## src/rtl/ims_pkg.sv

```systemverilog
package ims_pkg;
  typedef struct packed {
    logic anyRise;
    logic allLow;
  } irqEvents_t;

  typedef enum logic {CS_IDLE = 1'b0, CS_PENDING = 1'b1} ctrlState_t;
endpackage

```

## src/rtl/ims_datapath.sv

```systemverilog
module ims_datapath #(
  parameter int NUM_IRQ = 16
) (
  input  logic                clk,
  input  logic                rstN,
  input  logic [NUM_IRQ-1:0]  irqIn,
  input  logic                clearEn,
  input  logic [NUM_IRQ-1:0]  clearMask,
  output logic [NUM_IRQ-1:0]  statusQ,
  output ims_pkg::irqEvents_t events
);
  logic [NUM_IRQ-1:0] irqSync;
  logic [NUM_IRQ-1:0] irqPrev;
  logic [NUM_IRQ-1:0] riseVec;

  // one register stage on the lines, then a history stage for edge detection
  always_ff @(posedge clk) begin
    if (!rstN) begin
      irqSync <= '0;
      irqPrev <= '0;
    end else begin
      irqSync <= irqIn;
      irqPrev <= irqSync;
    end
  end

  assign riseVec = irqSync & ~irqPrev;

  // per-source sticky status, set has priority over the write-1 clear
  for (genvar g = 0; g < NUM_IRQ; g++) begin : g_status
    always_ff @(posedge clk) begin
      if (!rstN) begin
        statusQ[g] <= 1'b0;
      end else begin
        statusQ[g] <= irqSync[g] | (statusQ[g] & ~(clearEn & clearMask[g]));
      end
    end
  end

  always_comb begin
    events.anyRise = |riseVec;
    events.allLow  = ~|irqSync;
  end
endmodule

```

## src/rtl/ims_control.sv

```systemverilog
module ims_control (
  input  logic                clk,
  input  logic                rstN,
  input  ims_pkg::irqEvents_t events,
  input  logic                msiAck,
  output logic                msiReq
);
  import ims_pkg::*;

  ctrlState_t stateQ, stateD;
  logic       armedQ, armedD;
  logic       issue;

  always_comb begin
    issue  = armedQ && events.anyRise && (stateQ == CS_IDLE);
    stateD = stateQ;
    armedD = armedQ;
    case (stateQ)
      CS_IDLE:    if (issue)  stateD = CS_PENDING;
      CS_PENDING: if (msiAck) stateD = CS_IDLE;
      default:    stateD = CS_IDLE;
    endcase
    if (issue) begin
      armedD = 1'b0;
    end else if (events.allLow) begin
      armedD = 1'b1;
    end
  end

  always_ff @(posedge clk) begin
    if (!rstN) begin
      stateQ <= CS_IDLE;
      armedQ <= 1'b1;
    end else begin
      stateQ <= stateD;
      armedQ <= armedD;
    end
  end

  assign msiReq = (stateQ == CS_PENDING);
endmodule

```

## src/rtl/ims_msi_gen.sv

```systemverilog
module ims_msi_gen #(
  parameter int NUM_IRQ    = 16,
  parameter bit IRQ_ENABLE = 1'b1
) (
  input  logic               clk,
  input  logic               rstN,
  input  logic [NUM_IRQ-1:0] irqIn,
  input  logic               clearEn,
  input  logic [NUM_IRQ-1:0] clearMask,
  output logic [NUM_IRQ-1:0] statusOut,
  output logic               msiReq,
  input  logic               msiAck
);
  if (IRQ_ENABLE) begin : g_on
    ims_pkg::irqEvents_t events;

    ims_datapath #(.NUM_IRQ(NUM_IRQ)) u_dp (
      .clk       (clk),
      .rstN      (rstN),
      .irqIn     (irqIn),
      .clearEn   (clearEn),
      .clearMask (clearMask),
      .statusQ   (statusOut),
      .events    (events)
    );

    ims_control u_ctrl (
      .clk    (clk),
      .rstN   (rstN),
      .events (events),
      .msiAck (msiAck),
      .msiReq (msiReq)
    );
  end else begin : g_off
    assign statusOut = '0;
    assign msiReq    = 1'b0;
  end
endmodule

```

## config.mk

```make
export PLATFORM = sky130hd
export DESIGN_NAME = ims_msi_gen
export DESIGN_NICKNAME = d
export VERILOG_FILES = /design/src/rtl/ims_pkg.sv /design/src/rtl/ims_datapath.sv /design/src/rtl/ims_control.sv /design/src/rtl/ims_msi_gen.sv
export SDC_FILE = /design/constraint.sdc
export NUM_CORES = 1
export LEC_CHECK = 0
export BUFFER_PORTS_ARGS = -buffer_cell sky130_fd_sc_hd__buf_2
export CORE_MARGIN = 3
export CORE_UTILIZATION = 47
export CTS_BUF_LIST = sky130_fd_sc_hd__clkbuf_8
export DETAILED_ROUTE_END_ITERATION = 6
export PLACE_DENSITY = 0.86
export SYNTH_ARGS = -nofsm -noshare
export SYNTH_HDL_FRONTEND = slang
export SYNTH_SLANG_ARGS = --single-unit
```

## constraint.sdc

```tcl
create_clock -name clk -period 0.95 [get_ports clk]
set_input_delay 0.19 -clock clk [delete_from_list [all_inputs] [get_ports clk]]
set_output_delay 0.19 -clock clk [all_outputs]
set_load 0.01 [all_outputs]
```

==> results.cfg, run 1 <==
[clocking]
cts_buffer_depth = 2
clk_pin_slew_worst_paths_ns = 0.09
root_buffer = clkbuf_8
cts_made_buffers = 5
cts_tree = done
numClockSinks = 50
cts_setup_buffers = 0
htree_levels = 2
clk_latency_ns = 0.30

[setup_path]
crit_path_end_kind = register
start_kind = register
setup.worst_path.class = register to register
crit_arrival_ns = 1.33
cp_max_fo = 3
crit_required_ns = 1.20

[yosys]
netlist_top_cells_area = dfxtp_1, and2_1, nor2b_1
synth_top_area_share_pct = 59.48
yosysSeqAreaShare_pct = 59.48
synth_nets = 204
synth-main-ff-cell = dfxtp_1
synth.most_common_cell = dfxtp_1
synthArstFlopShare_pct = 0
syn_inst = 168
ys_seq_elements = 50
synth_edf_count = 0
syn-cell-area_um2 = 1683
ys_warn_count = 0
ys_types = 20
synth_common_cells = dfxtp_1, and2_1, a21oi_1, nand2_1, nor2b_1
synth_area_per_cell_um2 = 10.02
yosys.area.top_type = dfxtp_1

[power_and_ir_drop]
ir_worst_vdd_uv = 1142
p_seq_share_pct = 56.2
power_leakage_uw = 0.001048
combinationalPowerShare_pct = 12.8
sw_frac_of_total_pct = 23.70
p_switching_uw = 986.2
internal-power_uw = 3175
powerDensity_nw_per_um2 = 1737
clkPwrFrac_pct = 31.0

[sta]
setup_slack_ns = -0.1228
worst_slew_pin_slew_ns = 0.2588
clock.fmax_ghz = 0.9322
finClkSkew_ns = 0.008006
finalHoldViolations = 0
drv_slew = 0
relSlewSlack_pct = 82.60
period_share_pct = 112.9
setup_viol = 3
timing.hold.ws_ns = 0.08186
fin_crit_ns = 1.073
rsz0062_at_grt = true

[global_routing]
grt_pass1_wl_um = 5257
grt_max_degree = 29
antenna_found_initial = 0
grt-ovfl-total = 0
grt.total_usage_pct = 16.29
grt_pass1_vias = 1220

[detailed_routing]
viasPerCell = 4.651
vias = 1321
antenna_left = 0
drc = 0
dr.pass1.iters = 4
drt_iter0_drc = 54
wl_um = 3392
wl_per_cell_um = 11.94

[floorplanning]
row_count = 21
ios = 53
die_x_um = 65.84
start_util_pct = 49.65
dieArea_um2 = 4334
die_y_um = 65.84
core_um2 = 3390

[placed_design]
port_buffers = 52
dp.cells = 276
placed_area_um2 = 2125
place_congestion = 0.7332
place_hpwl_um = 2405

[final_layout]
syn_to_final_growth_pct = 42.38
nets = 273
finish.utilization_pct = 70.69
finalNonFillerCells = 284
fin_area_um2 = 2396
antennaDiodeCount = 0
fillers = 245
drive_above_1_share_pct = 44.54

[outcome]
violations = negative setup slack
status = complete, but fails checks

[worst_hold_path]
hold_path.class = input port to register

[run]
timing.max_cap.violations = 0
final timing paths:
kind / from / end / slack (ns) / cells after the start
setup / recovery: g_on.u_dp.irqSync[12] / g_on.u_ctrl.armedQ / -0.12 / 4
hold / removal: irqIn[2] / g_on.u_dp.irqSync[2] / 0.08 / 2
setup reg to reg: g_on.u_dp.irqSync[12] / g_on.u_ctrl.armedQ / -0.12 / 4
hold reg to reg: g_on.u_ctrl.msiReq / g_on.u_ctrl.msiReq / 0.51 / 2
what timing repair did:
item                       in CTS  in global routing
hold buffers                    0                  0
setup endpoints to repair      18                 19
pin swaps                       1                  2
gates resized for setup        29                 15
placed cells by master (no fill, tap or decap), drive strengths merged:
master / Yosys / final
inv: 4 / 5
clkinvlp: 0 / 1
dfxtp: 50 / 50
nand3b: 3 / 3
nor2b: 16 / 16
nor4: 5 / 5
a21oi: 16 / 16
or2b: 1 / 1
buf: 1 / 69
o21ai: 1 / 1
nand4: 1 / 1
o2111ai: 4 / 4
nand2: 16 / 16
o21a: 1 / 1
and2: 32 / 32
clkbuf: 6 / 6
nand2b: 11 / 11
through the flow:
step	power, µW	setup slack, ns	setup TNS, ns
after global routing	4348	-0.1936	-0.6078
after CTS	4128	-0.1184	-0.2347
final	4162	-0.1228	-0.2460
after global placement	2798	-0.1068	-0.2050
after detailed placement	2812	-0.1312	-0.2493
after floorplan	2574	-0.03533	-0.06299
power by group through the flow:
stage | Combinational [µW] | Clock [µW] | Sequential, µW
final | 533 | 1290 | 2340
after global routing | 590 | 1400 | 2350
after CTS | 502 | 1310 | 2320
after detailed placement | 465 | 0 | 2350
after floorplan | 212 | 0 | 2360
after global placement | 457 | 0 | 2340
per-layer routing:
layer,GRT usage [%],vias up,share of wire (%)
met1,18.72,593,42
li1,-,681,-
met5,0,-,0
met4,10.10,0,2.7
met2,26.53,37,50
met3,4.592,10,5.7
registers in the layout (all words and copies together) (netlist names):
register and count:
g_on.u_dp.irqPrev 16, g_on.u_dp.irqSync 16, g_on.u_dp.statusQ 16, g_on.u_ctrl.armedQ 1
g_on.u_ctrl.msiReq 1
layout make-up:
cell class / count / area, µm² / share of cell area, %
sequential: 50 / 1027 / 42.87
clock inverter: 2 / 16.27 / 0.6789
clock buffer: 6 / 82.58 / 3.446
timing repair buffer: 69 / 519.2 / 21.67
inverter: 4 / 15.01 / 0.6266
multi-input combinational: 107 / 678.2 / 28.30
tap: 46 / 57.56 / 2.402
critical path: stages (launching register included):
cell	delay, ns
dfxtp_2	0.35
nand2b_1	0.07
o2111ai_1	0.13
nor4_2	0.33
o21a_1	0.14
logic make-up (layout without fill, tap and decap cells):
group                  count (synthesis)  in the layout  synth area share, %
buffers and inverters                 11             81                2.602
AO/OA/AOI/OAI                         22             22                7.955
flip-flops                            50             50                59.48
AND/OR/NAND/NOR                       85             85                29.96
(Power assumes the default switching activity.)
==> run 2: changes to the inputs <==
--- a/config.mk
+++ b/config.mk
@@ -11,6 +11,7 @@
 export CTS_BUF_LIST = sky130_fd_sc_hd__clkbuf_8
 export DETAILED_ROUTE_END_ITERATION = 6
 export PLACE_DENSITY = 0.86
+export SETUP_SLACK_MARGIN = 0.02
 export SYNTH_ARGS = -nofsm -noshare
 export SYNTH_HDL_FRONTEND = slang
 export SYNTH_SLANG_ARGS = --single-unit
==> results.cfg, run 2 (synthesis results as in run 1) <==
[setup_path]
critical_path_buf_inv_count = 0
slowest_stage = dfxtp_2
cp_max_fo = 3
setup.worst_path.class = register to register
r2r_cells = 4
crit_path_cell_trace = nand2b_1 -> o2111ai_1 -> nor4_2 -> o21a_1
crit_arrival_ns = 1.33
cp.depth = 4
start_kind = register
crit_path_end_kind = register
critPathTopFamily = simple AND/OR/NAND/NOR gates
max_stage_delay_ns = 0.35
crit_required_ns = 1.20

[final_layout]
syn_to_final_growth_pct = 42.38
antennaDiodeCount = 0
nets = 273
finish.utilization_pct = 70.69
finalNonFillerCells = 284
final_cell_mix = buf_2, and2_1, dfxtp_1, dfxtp_2, buf_6
drive_above_1_share_pct = 44.54
fin_area_um2 = 2396
final_common_cell = buf_2
largestRegisters = g_on.u_dp.irqPrev x16, g_on.u_dp.irqSync x16, g_on.u_dp.statusQ x16

[detailed_routing]
wl_um = 3417
dr.pass1.iters = 4
drt_iter0_drc = 39
wl_per_cell_um = 12.03
antenna_left = 0
vias = 1323
viasPerCell = 4.658
drc = 0

[clocking]
root_buffer = clkbuf_8
htree_levels = 2
numClockSinks = 50
clk_latency_ns = 0.30
clk_pin_slew_worst_paths_ns = 0.09
ctsHoldBuffers = 0
cts_tree = done
cts_buffer_depth = 2
cts_made_buffers = 5

[placed_design]
dp.cells = 276
port_buffers = 52
placed_area_um2 = 2125
place_congestion = 0.7332
place_hpwl_um = 2405

[floorplanning]
core_um2 = 3390
row_count = 21
die_y_um = 65.84
ios = 53
start_util_pct = 49.65
dieArea_um2 = 4334
die_x_um = 65.84

[sta]
clock.fmax_ghz = 0.9327
setup_viol = 3
finalHoldViolations = 0
timing.hold.ws_ns = 0.08191
setup_slack_ns = -0.1222
drv_slew = 0
relSlewSlack_pct = 82.60
worst_slew_pin_slew_ns = 0.2588
finClkSkew_ns = 0.007247
rsz0062_at_grt = true
fin_crit_ns = 1.072
period_share_pct = 112.9

[global_routing]
grt_max_degree = 29
grt.total_usage_pct = 16.98
grt_pass1_wl_um = 5499
grt-ovfl-total = 0
grt_pass1_vias = 1278
antenna_found_initial = 0

[power_and_ir_drop]
p_seq_share_pct = 56.1
power_leakage_uw = 0.001048
sw_frac_of_total_pct = 23.75
internal-power_uw = 3175
p_switching_uw = 989.2
combinationalPowerShare_pct = 12.8
powerDensity_nw_per_um2 = 1738
clkPwrFrac_pct = 31.1
ir_worst_vdd_uv = 1148

[outcome]
violations = negative setup slack
status = complete, but fails checks

[worst_hold_path]
hold_path.class = input port to register
hold_depth = 2

[run]
timing.max_cap.violations = 0
-- run 2: cell counts in the layout (fill, tap and decap cells not counted) --
Identical to the previous run, type by type.
-- run 2: final timing paths --
path | start | end | slack, ns
setup / recovery | g_on.u_dp.irqSync[12] | g_on.u_ctrl.armedQ | -0.12
hold / removal | irqIn[2] | g_on.u_dp.irqSync[2] | 0.08
setup reg to reg | g_on.u_dp.irqSync[12] | g_on.u_ctrl.armedQ | -0.12
hold reg to reg | g_on.u_ctrl.msiReq | g_on.u_ctrl.msiReq | 0.51
-- run 2: metrics by stage --
step | total power [µW] | worst slack, ns | TNS [ns]
2_1_floorplan | 2574 | -0.03533 | -0.06299
3_3_place_gp | 2798 | -0.1068 | -0.2050
3_5_place_dp | 2812 | -0.1312 | -0.2493
4_1_cts | 4160 | -0.1184 | -0.2347
5_1_grt | 4354 | -0.1927 | -0.6020
6_report | 4165 | -0.1222 | -0.2446
-- run 2: power by group through the flow --
stage	sequential [µW]	clock, µW	combinational (µW)
floorplan	2360	0	212
global placement	2340	0	457
detailed placement	2350	0	465
CTS	2330	1310	528
global route	2350	1410	591
finish	2340	1290	534
-- run 2: area by class of cell --
cell class	count	area [µm²]
clock buffer	6	82.58
tap	46	57.56
multi-input combinational	107	678.2
fill	244	993.5
sequential	50	1027
inverter	4	15.01
timing repair buffer	69	519.2
clock inverter	2	16.27
-- run 2: metal layers --
| layer | global-route usage [%] | vias up | share of wire, % |
|---|---|---|---|
| met3 | 4.592 | 10 | 5.5 |
| met4 | 10.10 | 0 | 2.7 |
| li1 | - | 682 | - |
| met2 | 27.78 | 37 | 50 |
| met1 | 19.68 | 594 | 42 |
| met5 | 0 | - | 0 |
-- run 2: repair_timing --
item                                    CTS  global route
gates resized for setup                  39             5
cloned                                    0             0
endpoints found under the setup margin   19            19
pin swaps                                 1             3
buffers inserted                          0             0
==> run 3: changes to the inputs <==
--- a/config.mk
+++ b/config.mk
@@ -5,12 +5,12 @@
 export SDC_FILE = /design/constraint.sdc
 export NUM_CORES = 1
 export LEC_CHECK = 0
-export BUFFER_PORTS_ARGS = -buffer_cell sky130_fd_sc_hd__buf_2
 export CORE_MARGIN = 3
-export CORE_UTILIZATION = 47
+export CORE_UTILIZATION = 35
 export CTS_BUF_LIST = sky130_fd_sc_hd__clkbuf_8
 export DETAILED_ROUTE_END_ITERATION = 6
-export PLACE_DENSITY = 0.86
+export DONT_BUFFER_PORTS = 1
+export PLACE_DENSITY = 0.6
 export SETUP_SLACK_MARGIN = 0.02
 export SYNTH_ARGS = -nofsm -noshare
 export SYNTH_HDL_FRONTEND = slang
==> results.cfg, run 3 (synthesis results as in run 1) <==
[placed_design]
place_ws_ns = -0.1638
place_congestion = 0.7579
port_buffers = 0
dp.cells = 223
place_hpwl_um = 2360
placed_area_um2 = 1794

[final_layout]
antennaDiodeCount = 0
final_cell_mix = dfxtp_1, and2_1, nand2_1, a21oi_1, nor2b_1
fillers = 436
largestRegisters = g_on.u_dp.irqPrev x16, g_on.u_dp.irqSync x16, g_on.u_dp.statusQ x16
syn_to_final_growth_pct = 14.80
final_common_cell = dfxtp_1
nets = 214
finish.utilization_pct = 42.89
fin_area_um2 = 1932
drive_above_1_share_pct = 16.85
finalNonFillerCells = 230

[clocking]
cts_buffer_depth = 2
ctsHoldBuffers = 0
cts_made_buffers = 5
clk_latency_ns = 0.29
numClockSinks = 50
clk_pin_slew_worst_paths_ns = 0.08
htree_levels = 2
cts_tree = done
root_buffer = clkbuf_8

[setup_path]
crit_required_ns = 1.13
r2r_cells = 4
cp_max_fo = 2
setup.worst_path.class = register to register
critical_path_buf_inv_count = 0
critPathTopFamily = simple AND/OR/NAND/NOR gates
cp.depth = 4
start_kind = register
r2r_start = g_on.u_dp.irqPrev[12]
crit_path_start = g_on.u_dp.irqPrev[12]
max_stage_delay_ns = 0.32
slowest_stage = nor4_4
crit_path_end_kind = register
crit_path_cell_trace = nand2b_1 -> o2111ai_4 -> nor4_4 -> o21ai_1
crit_arrival_ns = 1.29

[global_routing]
grt-ovfl-total = 0
grt_max_degree = 52
grt_use_met1_pct = 14.59
grt_pass1_vias = 1074
grt_pass1_wl_um = 5009
met2_usage_pct = 18.79
globalRoute.busiestLayer = met2
grt.total_usage_pct = 11.83
antenna_found_initial = 0
grt_util_met3_pct = 3.562

[detailed_routing]
vias = 1100
antenna_left = 0
drt_iter0_drc = 75
drc = 0
wl_um = 3345
wl_per_cell_um = 14.54
viasPerCell = 4.783
dr.pass1.iters = 4

[power_and_ir_drop]
sw_frac_of_total_pct = 22.95
ir_worst_vdd_uv = 603.9
p_switching_uw = 860.3
combinationalPowerShare_pct = 7.4
p_seq_share_pct = 62.7
internal-power_uw = 2888
powerDensity_nw_per_um2 = 1940
power_leakage_uw = 0.0007612
clkPwrFrac_pct = 29.8

[worst_hold_path]
hold_path.class = input port to register
hold_depth = 1
hp-start = irqIn[2]

[floorplanning]
row_count = 24
core_um2 = 4504
start_util_pct = 37.36
dieArea_um2 = 5676
die_x_um = 75.34
ios = 53
die_y_um = 75.34

[sta]
finClkSkew_ns = 0.002788
setup_slack_ns = -0.1661
finalHoldViolations = 0
relSlewSlack_pct = 78.38
clock.fmax_ghz = 0.8960
rsz0062_at_grt = true
timing.hold.ws_ns = 0.01627
worst_slew_pin_slew_ns = 0.3239
setup_viol = 2
drv_slew = 0
fin_crit_ns = 1.116
period_share_pct = 117.5

[run]
timing.max_cap.violations = 0

[outcome]
status = complete, but fails checks
violations = negative setup slack
run 3: worst reg2reg max path: cells and delay by family (launching register included):
family	cells	cell delay (ns)
AOI/OAI and AO/OA	2	0.23
DFF	1	0.31
and+or+nand+nor	2	0.47
run 3: power groups by stage:
stage	sequential (µW)	combinational (µW)	clock (µW)
after floorplan	2360	212	0
after global routing	2370	312	1220
after detailed placement	2390	252	0
after global placement	2390	242	0
final	2350	279	1120
after CTS	2340	257	1150
run 3: stage by stage:
stage	TNS (ns)	total power (µW)
finish	-0.3221	3748
global route	-0.4850	3900
CTS	-0.3145	3746
detailed placement	-0.3189	2642
global placement	-0.2215	2627
floorplan	-0.06299	2574
run 3: path summary, 6_finish.rpt:
check,to,slack [ns]
setup / recovery,g_on.u_ctrl.msiReq,-0.17
hold / removal,g_on.u_dp.irqSync[2],0.02
setup reg to reg,g_on.u_ctrl.msiReq,-0.17
hold reg to reg,g_on.u_ctrl.msiReq,0.51
run 3: cell type report:
cell class | instances | area (µm²) | share of cell area [%]
sequential | 50 | 1008 | 52.20
multi-input combinational | 107 | 691.9 | 35.82
timing repair buffer | 10 | 75.07 | 3.886
clock buffer | 5 | 68.82 | 3.562
tap | 52 | 65.06 | 3.368
inverter | 4 | 15.01 | 0.7772
clock inverter | 2 | 7.507 | 0.3886
run 3: timing repair:
action | CTS | global route
resized for setup | 3 | 11
setup endpoints to repair | 2 | 3
buffers inserted | 0 | 0
pin swaps | 1 | 2
run 3: layer usage:
layer,share of wire [%],up-vias
li1,-,561
met1,41,499
met2,50,34
met3,7.2,6
met4,1.3,0
met5,0,-
